--- src/rtl/sc16_pkg.sv ---
package sc16_pkg;

  typedef enum logic [3:0] {
    A_ADD, A_ADC, A_AND, A_OR, A_XOR, A_SHL, A_SHR, A_ASR, A_NEG, A_NOT, A_SUB
  } alu_e;

  typedef enum logic [2:0] {
    WB_ALU, WB_IMM, WB_IMMH, WB_MEM, WB_LINK, WB_RA, WB_IO
  } wb_e;

  typedef struct packed {
    alu_e alu;
    wb_e  wb;
    logic wr_d;
    logic wr_a;
    logic set_f;
    logic cmp;
    logic mem_rd;
    logic mem_wr;
    logic mem_byte;
    logic branch;
    logic call;
    logic io_rd;
  } ctl_t;

endpackage

--- src/rtl/sc16_regfile.sv ---
module sc16_regfile #(
  parameter int W    = 16,
  parameter int NREG = 16,
  localparam int AW  = $clog2(NREG)
) (
  input  logic          clk,
  input  logic          rst_n,
  input  logic [AW-1:0] ra_idx,
  input  logic [AW-1:0] rb_idx,
  input  logic [AW-1:0] rd_idx,
  input  logic [W-1:0]  pc_link,
  output logic [W-1:0]  ra_val,
  output logic [W-1:0]  rb_val,
  output logic [W-1:0]  rd_val,
  input  logic          we0,
  input  logic [AW-1:0] wa0,
  input  logic [W-1:0]  wd0,
  input  logic          we1,
  input  logic [AW-1:0] wa1,
  input  logic [W-1:0]  wd1
);
  localparam logic [AW-1:0] PCIDX = AW'(NREG - 1);

  logic [W-1:0] rq [NREG];

  for (genvar g = 0; g < NREG; g++) begin : g_reg
    if (g == NREG - 1) begin : g_pc_slot
      assign rq[g] = '0;
    end else begin : g_gpr
      logic         hit0, hit1, en;
      logic [W-1:0] nxt;
      always_comb begin
        hit0 = we0 && (wa0 == AW'(g));
        hit1 = we1 && (wa1 == AW'(g));
        en   = hit0 | hit1;
        nxt  = rq[g];
        if (hit1) nxt = wd1;
        if (hit0) nxt = wd0;
      end
      always_ff @(posedge clk or negedge rst_n) begin
        if (!rst_n)  rq[g] <= '0;
        else if (en) rq[g] <= nxt;
      end
    end
  end

  assign ra_val = (ra_idx == PCIDX) ? pc_link : rq[ra_idx];
  assign rb_val = (rb_idx == PCIDX) ? pc_link : rq[rb_idx];
  assign rd_val = (rd_idx == PCIDX) ? pc_link : rq[rd_idx];

endmodule

--- src/rtl/sc16_alu.sv ---
module sc16_alu
  import sc16_pkg::*;
#(
  parameter int W = 16
) (
  input  alu_e         op,
  input  logic [W-1:0] a,
  input  logic [W-1:0] b,
  input  logic         cin,
  output logic [W-1:0] res,
  output logic         cout,
  output logic         cwr
);
  localparam int SHW = $clog2(W) + 1;
  localparam int LIM = 2 * W - 1;

  logic [SHW-1:0] amt;
  logic [2*W-1:0] wl, wr, wa;
  logic [W:0]     sum;

  always_comb begin
    amt = (b > W'(LIM)) ? SHW'(LIM) : b[SHW-1:0];
    wl  = {{W{1'b0}}, a} << amt;
    wr  = {a, {W{1'b0}}} >> amt;
    wa  = $signed({a, {W{1'b0}}}) >>> amt;
    sum = '0;
    res = '0;
    cout = 1'b0;
    cwr  = 1'b0;
    unique case (op)
      A_ADD, A_ADC: begin
        sum  = {1'b0, a} + {1'b0, b} + {{W{1'b0}}, (op == A_ADC) & cin};
        res  = sum[W-1:0];
        cout = sum[W];
        cwr  = 1'b1;
      end
      A_SUB: begin
        sum  = {1'b0, a} + {1'b0, ~b} + {{W{1'b0}}, 1'b1};
        res  = sum[W-1:0];
        cout = sum[W];
        cwr  = 1'b1;
      end
      A_NEG: begin
        sum  = {1'b0, ~a} + {{W{1'b0}}, 1'b1};
        res  = sum[W-1:0];
        cout = sum[W];
        cwr  = 1'b1;
      end
      A_AND: res = a & b;
      A_OR:  res = a | b;
      A_XOR: res = a ^ b;
      A_NOT: res = ~a;
      A_SHL: begin res = wl[W-1:0];     cout = wl[W];   cwr = (amt != '0); end
      A_SHR: begin res = wr[2*W-1:W];   cout = wr[W-1]; cwr = (amt != '0); end
      A_ASR: begin res = wa[2*W-1:W];   cout = wa[W-1]; cwr = (amt != '0); end
      default: res = a;
    endcase
  end

endmodule

--- src/rtl/sc16_decode.sv ---
module sc16_decode
  import sc16_pkg::*;
(
  input  logic [15:0] instr,
  output ctl_t        ctl
);
  logic [3:0] op, sub;
  assign op  = instr[3:0];
  assign sub = instr[7:4];

  always_comb begin
    ctl = '0;
    ctl.alu = A_ADD;
    ctl.wb  = WB_ALU;
    unique case (op)
      4'h0: begin ctl.wb = WB_IMM;  ctl.wr_d = 1'b1; end
      4'h1: begin ctl.wb = WB_IMMH; ctl.wr_d = 1'b1; end
      4'h2, 4'h3: begin
        ctl.wb = WB_MEM; ctl.wr_d = 1'b1; ctl.mem_rd = 1'b1;
        ctl.mem_byte = (op == 4'h2);
      end
      4'h4, 4'h5: begin ctl.mem_wr = 1'b1; ctl.mem_byte = (op == 4'h4); end
      4'h6, 4'h7, 4'h8, 4'h9, 4'hA, 4'hB, 4'hC, 4'hD: begin
        ctl.wr_d = 1'b1; ctl.set_f = 1'b1;
        unique case (op)
          4'h6: ctl.alu = A_ADD;
          4'h7: ctl.alu = A_ADC;
          4'h8: ctl.alu = A_AND;
          4'h9: ctl.alu = A_OR;
          4'hA: ctl.alu = A_XOR;
          4'hB: ctl.alu = A_SHL;
          4'hC: ctl.alu = A_SHR;
          default: ctl.alu = A_ASR;
        endcase
      end
      4'hE: ctl.branch = 1'b1;
      default: begin
        unique case (sub)
          4'h0: begin ctl.wb = WB_RA; ctl.wr_d = 1'b1; end
          4'h1: begin ctl.alu = A_NEG; ctl.wr_d = 1'b1; ctl.set_f = 1'b1; end
          4'h2: begin ctl.alu = A_NOT; ctl.wr_d = 1'b1; ctl.set_f = 1'b1; end
          4'h3: begin ctl.alu = A_SUB; ctl.cmp = 1'b1; ctl.set_f = 1'b1; end
          4'h4: begin ctl.wb = WB_LINK; ctl.wr_d = 1'b1; ctl.call = 1'b1; end
          4'h5: begin ctl.wb = WB_RA; ctl.wr_d = 1'b1; ctl.wr_a = 1'b1; end
          4'h6: begin ctl.wb = WB_IO; ctl.wr_d = 1'b1; ctl.io_rd = 1'b1; end
          default: ;
        endcase
      end
    endcase
  end

endmodule

--- src/rtl/sc16_core.sv ---
module sc16_core
  import sc16_pkg::*;
#(
  parameter int W    = 16,
  parameter int NREG = 16
) (
  input  logic         clk,
  input  logic         rst_n,
  output logic [W-1:0] imem_addr,
  input  logic [15:0]  imem_data,
  output logic [W-1:0] dmem_addr,
  input  logic [W-1:0] dmem_rdata,
  output logic [W-1:0] dmem_wdata,
  output logic         dmem_we,
  output logic [1:0]   dmem_be,
  output logic         dmem_re,
  output logic [W-1:0] io_addr,
  input  logic [W-1:0] io_rdata,
  output logic         io_rd
);
  localparam int AW = $clog2(NREG);
  localparam logic [AW-1:0] PCIDX = AW'(NREG - 1);

  ctl_t         ctl;
  logic [AW-1:0] f_d, f_a, f_b;
  logic [3:0]   f_cc;
  logic [7:0]   f_imm;
  logic [W-1:0] pc_q, pc_d, pc_link;
  logic         c_q, n_q, z_q, c_d, n_d, z_d, f_en, c_en;
  logic [W-1:0] ra_v, rb_v, rd_v, alu_a, alu_b, alu_r, ld_v, wb0;
  logic         alu_c, alu_cw, taken;

  assign f_d   = imem_data[12 +: AW];
  assign f_a   = imem_data[8 +: AW];
  assign f_b   = imem_data[4 +: AW];
  assign f_cc  = imem_data[15:12];
  assign f_imm = imem_data[11:4];

  sc16_decode u_dec (.instr(imem_data), .ctl(ctl));

  assign pc_link = pc_q + W'(2);

  sc16_regfile #(.W(W), .NREG(NREG)) u_rf (
    .clk(clk), .rst_n(rst_n),
    .ra_idx(f_a), .rb_idx(f_b), .rd_idx(f_d), .pc_link(pc_link),
    .ra_val(ra_v), .rb_val(rb_v), .rd_val(rd_v),
    .we0(ctl.wr_d), .wa0(f_d), .wd0(wb0),
    .we1(ctl.wr_a), .wa1(f_a), .wd1(rd_v)
  );

  assign alu_a = ctl.cmp ? rd_v : ra_v;
  assign alu_b = ctl.cmp ? ra_v : rb_v;

  sc16_alu #(.W(W)) u_alu (
    .op(ctl.alu), .a(alu_a), .b(alu_b), .cin(c_q),
    .res(alu_r), .cout(alu_c), .cwr(alu_cw)
  );

  // Data side
  assign dmem_addr  = ra_v + rb_v;
  assign dmem_wdata = ctl.mem_byte ? {2{rd_v[7:0]}} : rd_v;
  assign dmem_we    = ctl.mem_wr;
  assign dmem_re    = ctl.mem_rd;
  assign dmem_be    = !ctl.mem_byte ? 2'b11 : (dmem_addr[0] ? 2'b10 : 2'b01);
  assign io_addr    = ra_v;
  assign io_rd      = ctl.io_rd;
  assign imem_addr  = pc_q;

  always_comb begin
    ld_v = dmem_rdata;
    if (ctl.mem_byte)
      ld_v = {{(W-8){1'b0}}, dmem_addr[0] ? dmem_rdata[15:8] : dmem_rdata[7:0]};
    unique case (ctl.wb)
      WB_IMM:  wb0 = {{(W-8){f_imm[7]}}, f_imm};
      WB_IMMH: wb0 = {f_imm, rd_v[7:0]};
      WB_MEM:  wb0 = ld_v;
      WB_LINK: wb0 = pc_link;
      WB_RA:   wb0 = ra_v;
      WB_IO:   wb0 = io_rdata;
      default: wb0 = alu_r;
    endcase
  end

  // Branch condition
  always_comb begin
    unique case (f_cc)
      4'h0:    taken = 1'b1;
      4'h2:    taken = z_q;
      4'h3:    taken = !z_q;
      4'h4:    taken = n_q;
      4'h5:    taken = !n_q;
      4'h6:    taken = c_q;
      4'h7:    taken = !c_q;
      default: taken = 1'b0;
    endcase
  end

  // Next state: PC and flags
  always_comb begin
    pc_d = pc_link;
    if (ctl.branch && taken)
      pc_d = pc_link + {{(W-9){f_imm[7]}}, f_imm, 1'b0};
    if (ctl.wr_a && f_a == PCIDX) pc_d = rd_v;
    if (ctl.wr_d && f_d == PCIDX) pc_d = wb0;
    if (ctl.call)                 pc_d = ra_v;
    pc_d[0] = 1'b0;
    f_en = ctl.set_f;
    c_en = ctl.set_f & alu_cw;
    n_d  = alu_r[W-1];
    z_d  = (alu_r == '0);
    c_d  = alu_c;
  end

  always_ff @(posedge clk or negedge rst_n) begin
    if (!rst_n) begin
      pc_q <= '0;
      n_q  <= 1'b0;
      z_q  <= 1'b0;
      c_q  <= 1'b0;
    end else begin
      pc_q <= pc_d;
      if (f_en) begin
        n_q <= n_d;
        z_q <= z_d;
      end
      if (c_en) c_q <= c_d;
    end
  end

endmodule

--- config.mk ---
export PLATFORM = sky130hd
export DESIGN_NAME = sc16_core
export DESIGN_NICKNAME = d
export VERILOG_FILES = /design/src/rtl/sc16_pkg.sv /design/src/rtl/sc16_regfile.sv /design/src/rtl/sc16_alu.sv /design/src/rtl/sc16_decode.sv /design/src/rtl/sc16_core.sv
export SDC_FILE = /design/constraint.sdc
export NUM_CORES = 1
export LEC_CHECK = 0
export BUFFER_PORTS_ARGS = -buffer_cell sky130_fd_sc_hd__buf_2
export CELL_PAD_IN_SITES_DETAIL_PLACEMENT = 0
export CELL_PAD_IN_SITES_GLOBAL_PLACEMENT = 2
export CORE_UTILIZATION = 42
export DETAILED_ROUTE_END_ITERATION = 8
export PLACE_DENSITY_LB_ADDON = 0.1
export SLEW_MARGIN = 15
export SYNTH_ARGS = -nofsm -noshare
export SYNTH_HDL_FRONTEND = slang
export SYNTH_SLANG_ARGS = --single-unit
export TNS_END_PERCENT = 5
--- constraint.sdc ---
create_clock -name clk -period 13.88 [get_ports clk]
set_clock_uncertainty 0.2 [all_clocks]
set_input_delay 1.388 -clock clk [delete_from_list [all_inputs] [get_ports clk]]
set_output_delay 1.388 -clock clk [all_outputs]
set_load 0.03 [all_outputs]
==> summary.md <==
| Metric | Value |
|---|---|
| RD Place Congestion | 1.04 |
| Pwr Density | a little over 200 nW/um^2 |
| Launching element type of the critical path | input port |
| CTS resizes | 0 |
| Dpl hpwl | 102 mm |
| Std-Cell Rows | 91 |
| Die ar. | 64200 um^2 |
| Ys flop type | dfrtp_1 |
| Synthesized cell area | between 20000 and 30000 um^2 |
| Floorplan core area | a little over 60000 um^2 |
| Crit path capture type | flip-flop |
| TritonCTS Buffers | 31 |
| Tmin final | 9.30 ns |
| Hold Buf Count CTS | 0 |
| Nets | 3383 |
| Peak VDD IR | 0.000107 V |
| Count leader, synth | nand2_1 |
| GRT Overall Usage | 43.1% |
| Fmax | 0.108 GHz |
| Slew HR | 12.5% |
| Final Max Tran Viols | 0 |
| Fraction of registers with async set/reset | 100% |
| Grt ovf | 0 |
| Starting Density | 42.8% |
| Final setup TNS | 0 ns |
| Ratio of cells with drive above 1 in the final layout | 17.8% |
| Fin util | 46.4% |
| CTS root buffer | clkbuf_16 |
| RSZ-0062 raised after global routing | false |
| Clock Pin Slew Worst Setup and Hold Paths | ~0.070 ns |
| Clk buf depth | 3 |
| CTS tree | done |
| Cell mode on critical path | a21oi_1 |
| Static leakage | 11.9 nW |
| Status | completed |
| Worst Path Required | 14.19 ns |
| Post-synth top area cell | dfrtp_1 |
| CP max-delay cell | nor2b_1 |
| Synth unique cells | 121 |
| Syn_area_per_cell | ~8.1 um^2 |
| DR vias | 28800 |
| Die span in y | 253 um |
| Reg2reg start | imem_addr[1] |
| CP Max Fanout | 28 |
| Register area share after synthesis | ~24% |
| First-pass GRT wire length | around 200 mm |
| Syn Inst Count | 3270 |
| Critical Path AT | 9.61 ns |
| Worst Tran Pin Value | 1.31 ns |
| Clk_lat worst skew | 0.64 ns |
| Area contributors post-synth | dfrtp_1 (24%), mux4_2 (9.9%), nand2_1 (7.3%) |
| Post-CTS Setup Inserts | 0 |
| Synth warn | 0 |
| Worst-path cell chain | buf_2, buf_4, nor2b_1, a22o_1, o21bai_1, mux2i_2, ha_1, o21ai_0, a21oi_1, o21ai_0, a21oi_1, a31oi_1, o31ai_1, a21oi_1, o21bai_1, xnor2_1, o2111ai_1, a31o_1, a221o_1, nand3_1, o211ai_1 |
| Period utilisation layout | 67.0% |
| DRC | 0 |
| Hold Path Class | flip-flop to flip-flop |
| Area of the multi-input gates | 18400 um^2 |
| Top-level I/O count | 119 |
| Largest net degree at the start of global routing | 91 |
| Worst hold path startpoint | n_q |
| Post-route ant nets | 0 |
| Area Growth Syn to Fin | 8.37% |
| Buffers plus inverters on the worst setup path | 2 |
| H-tree lvl count | 1 |
| Share of the synthesized area in the top cell type | 24.3% |
| Seq cells post-synth | 258 |
| CP top delay family | compound AO/OA/AOI/OAI gates |
| Vias/cell | 7.00 |
| Slowest stage delay, CP | ~1.1 ns |
| Commonest cells in the netlist | nand2_1 (517), o21ai_0 (329), nor2_1 (267), dfrtp_1 (258), a21oi_1 (209) |
| Max-Cap Viols | 0 |
| Initial antenna violation count | 1 |
| # fillers | around 6200 |
| Post-synth EDFFs | 0 |
| DRT iter0 DRCs | 4210 |
| Crit path kind | input port to flip-flop |
| IO buf count | 117 |
| Clk sinks | around 260 |
| Routed wire length | 140 mm |
| Sequential cell area | roughly 6500 um^2 |
| Syn_nets | 3404 |
| Die Width | between 200 and 300 um |
| Drt first pass iters | 6 |
| Vias in the first global route | 27300 |
| Final count of hold timing violations | 0 |
| CP startpoint | imem_data[11] |
| Avg WL per Cell | roughly 34 um |
| Final setup vio count | 0 |
## cell usage in the layout (no fill, tap or decap), types with 16 or more instances in the layout
master     synthesis  routed
mux2i_1          138     137
o22ai_1           49      48
nand3_1           43      42
mux2_2            73      73
inv_1             98      98
o21a_1            18      18
o21ai_1           21      19
a31oi_1           80      79
a211oi_1          47      45
o221ai_1          37      37
nand2b_1          21      21
xor2_1            17      17
a21oi_1          209     208
nor2b_1           21      21
xnor2_1           38      38
nor2_1           267     265
clkbuf_16          0      31
dfrtp_1          258     258
o211ai_1          71      71
mux4_2           117     117
a221oi_1          33      32
ha_1              79      79
buf_4             19     114
o21ai_0          329     329
buf_2             57     110
a22oi_1           28      28
nand2_1          517     511
o21bai_1          16      16
nor3_1            47      45
a21o_1            20      20
## final timing paths
kind,to,slack [ns],depth (start not counted)
min reg2reg,n_q,0.38,1
max reg2reg,u_rf.rq[157],5.83,22
min in group asynchronous,u_rf.rq[210],0.59,1
max,imem_addr[14],4.58,21
max in group asynchronous,u_rf.rq[70],10.69,3
min,n_q,0.38,1
## layer usage
layer  track usage [%]  vias to the layer above  part of all wire, %
met3              10.3                      502                   12
met4              25.6                        0                  7.1
met2              66.6                     2149                   44
met1              54.6                    14000                   37
li1                  -                    12100                    -
met5                 0                        -                    0
## power by group
group	internal (mW)	switching [mW]	total, mW	leakage [nW]
clock	0.462	0.371	0.834	0.470
sequential	1.07	0.410	1.48	3.13
combinational	1.28	2.37	3.65	8.29
total	2.82	3.15	5.97	11.9
## cell type report
type,instances,share of cell area [%]
Timing Repair Buffer,226,4.97
Tap cell,837,3.64
Clock buffer,42,2.94
Multi-Input combinational cell,2622,64.1
Sequential cell,258,22.4
Inverter,110,1.43
Antenna cell,1,0.00869
Clock inverter,14,0.474
## logic make-up (layout without fill, tap and decap cells)
| logic type | Yosys count | in the layout | synth area share [%] |
|---|---|---|---|
| fa+ha+maj | 84 | 84 | 4.10 |
| other cells | 1 | 2 | 0.0141 |
| xor+xnor | 55 | 55 | 1.81 |
| buf+inv | 390 | 392 | 6.59 |
| mux | 336 | 336 | 18.7 |
| flops | 258 | 258 | 24.3 |
| simple gates | 1042 | 1042 | 17.5 |
| compound gates | 1104 | 1104 | 27.0 |
## per-stage QoR
stage / power, mW / instances / hold WS [ns] / area [um^2] / setup WS [ns]
after floorplan: 3.64 / 3270 / 0.248 / 26600 / 6.23
after global placement: 4.94 / 4052 / 0.346 / 27800 / 4.52
after detailed placement: 4.99 / 4053 / 0.338 / 27800 / 4.42
after CTS: 5.82 / 4109 / 0.361 / 28800 / 4.86
after global routing: 6.20 / 4109 / 0.372 / 28800 / 4.40
final: 5.97 / 4110 / 0.379 / 28800 / 4.58
## sequential cells by signal (all words and copies together), names as in the netlist
signal / cells
c_q: 1
z_q: 1
u_rf.rq: 240
imem_addr: 15
n_q: 1
Power figures use the tool's default switching activity.
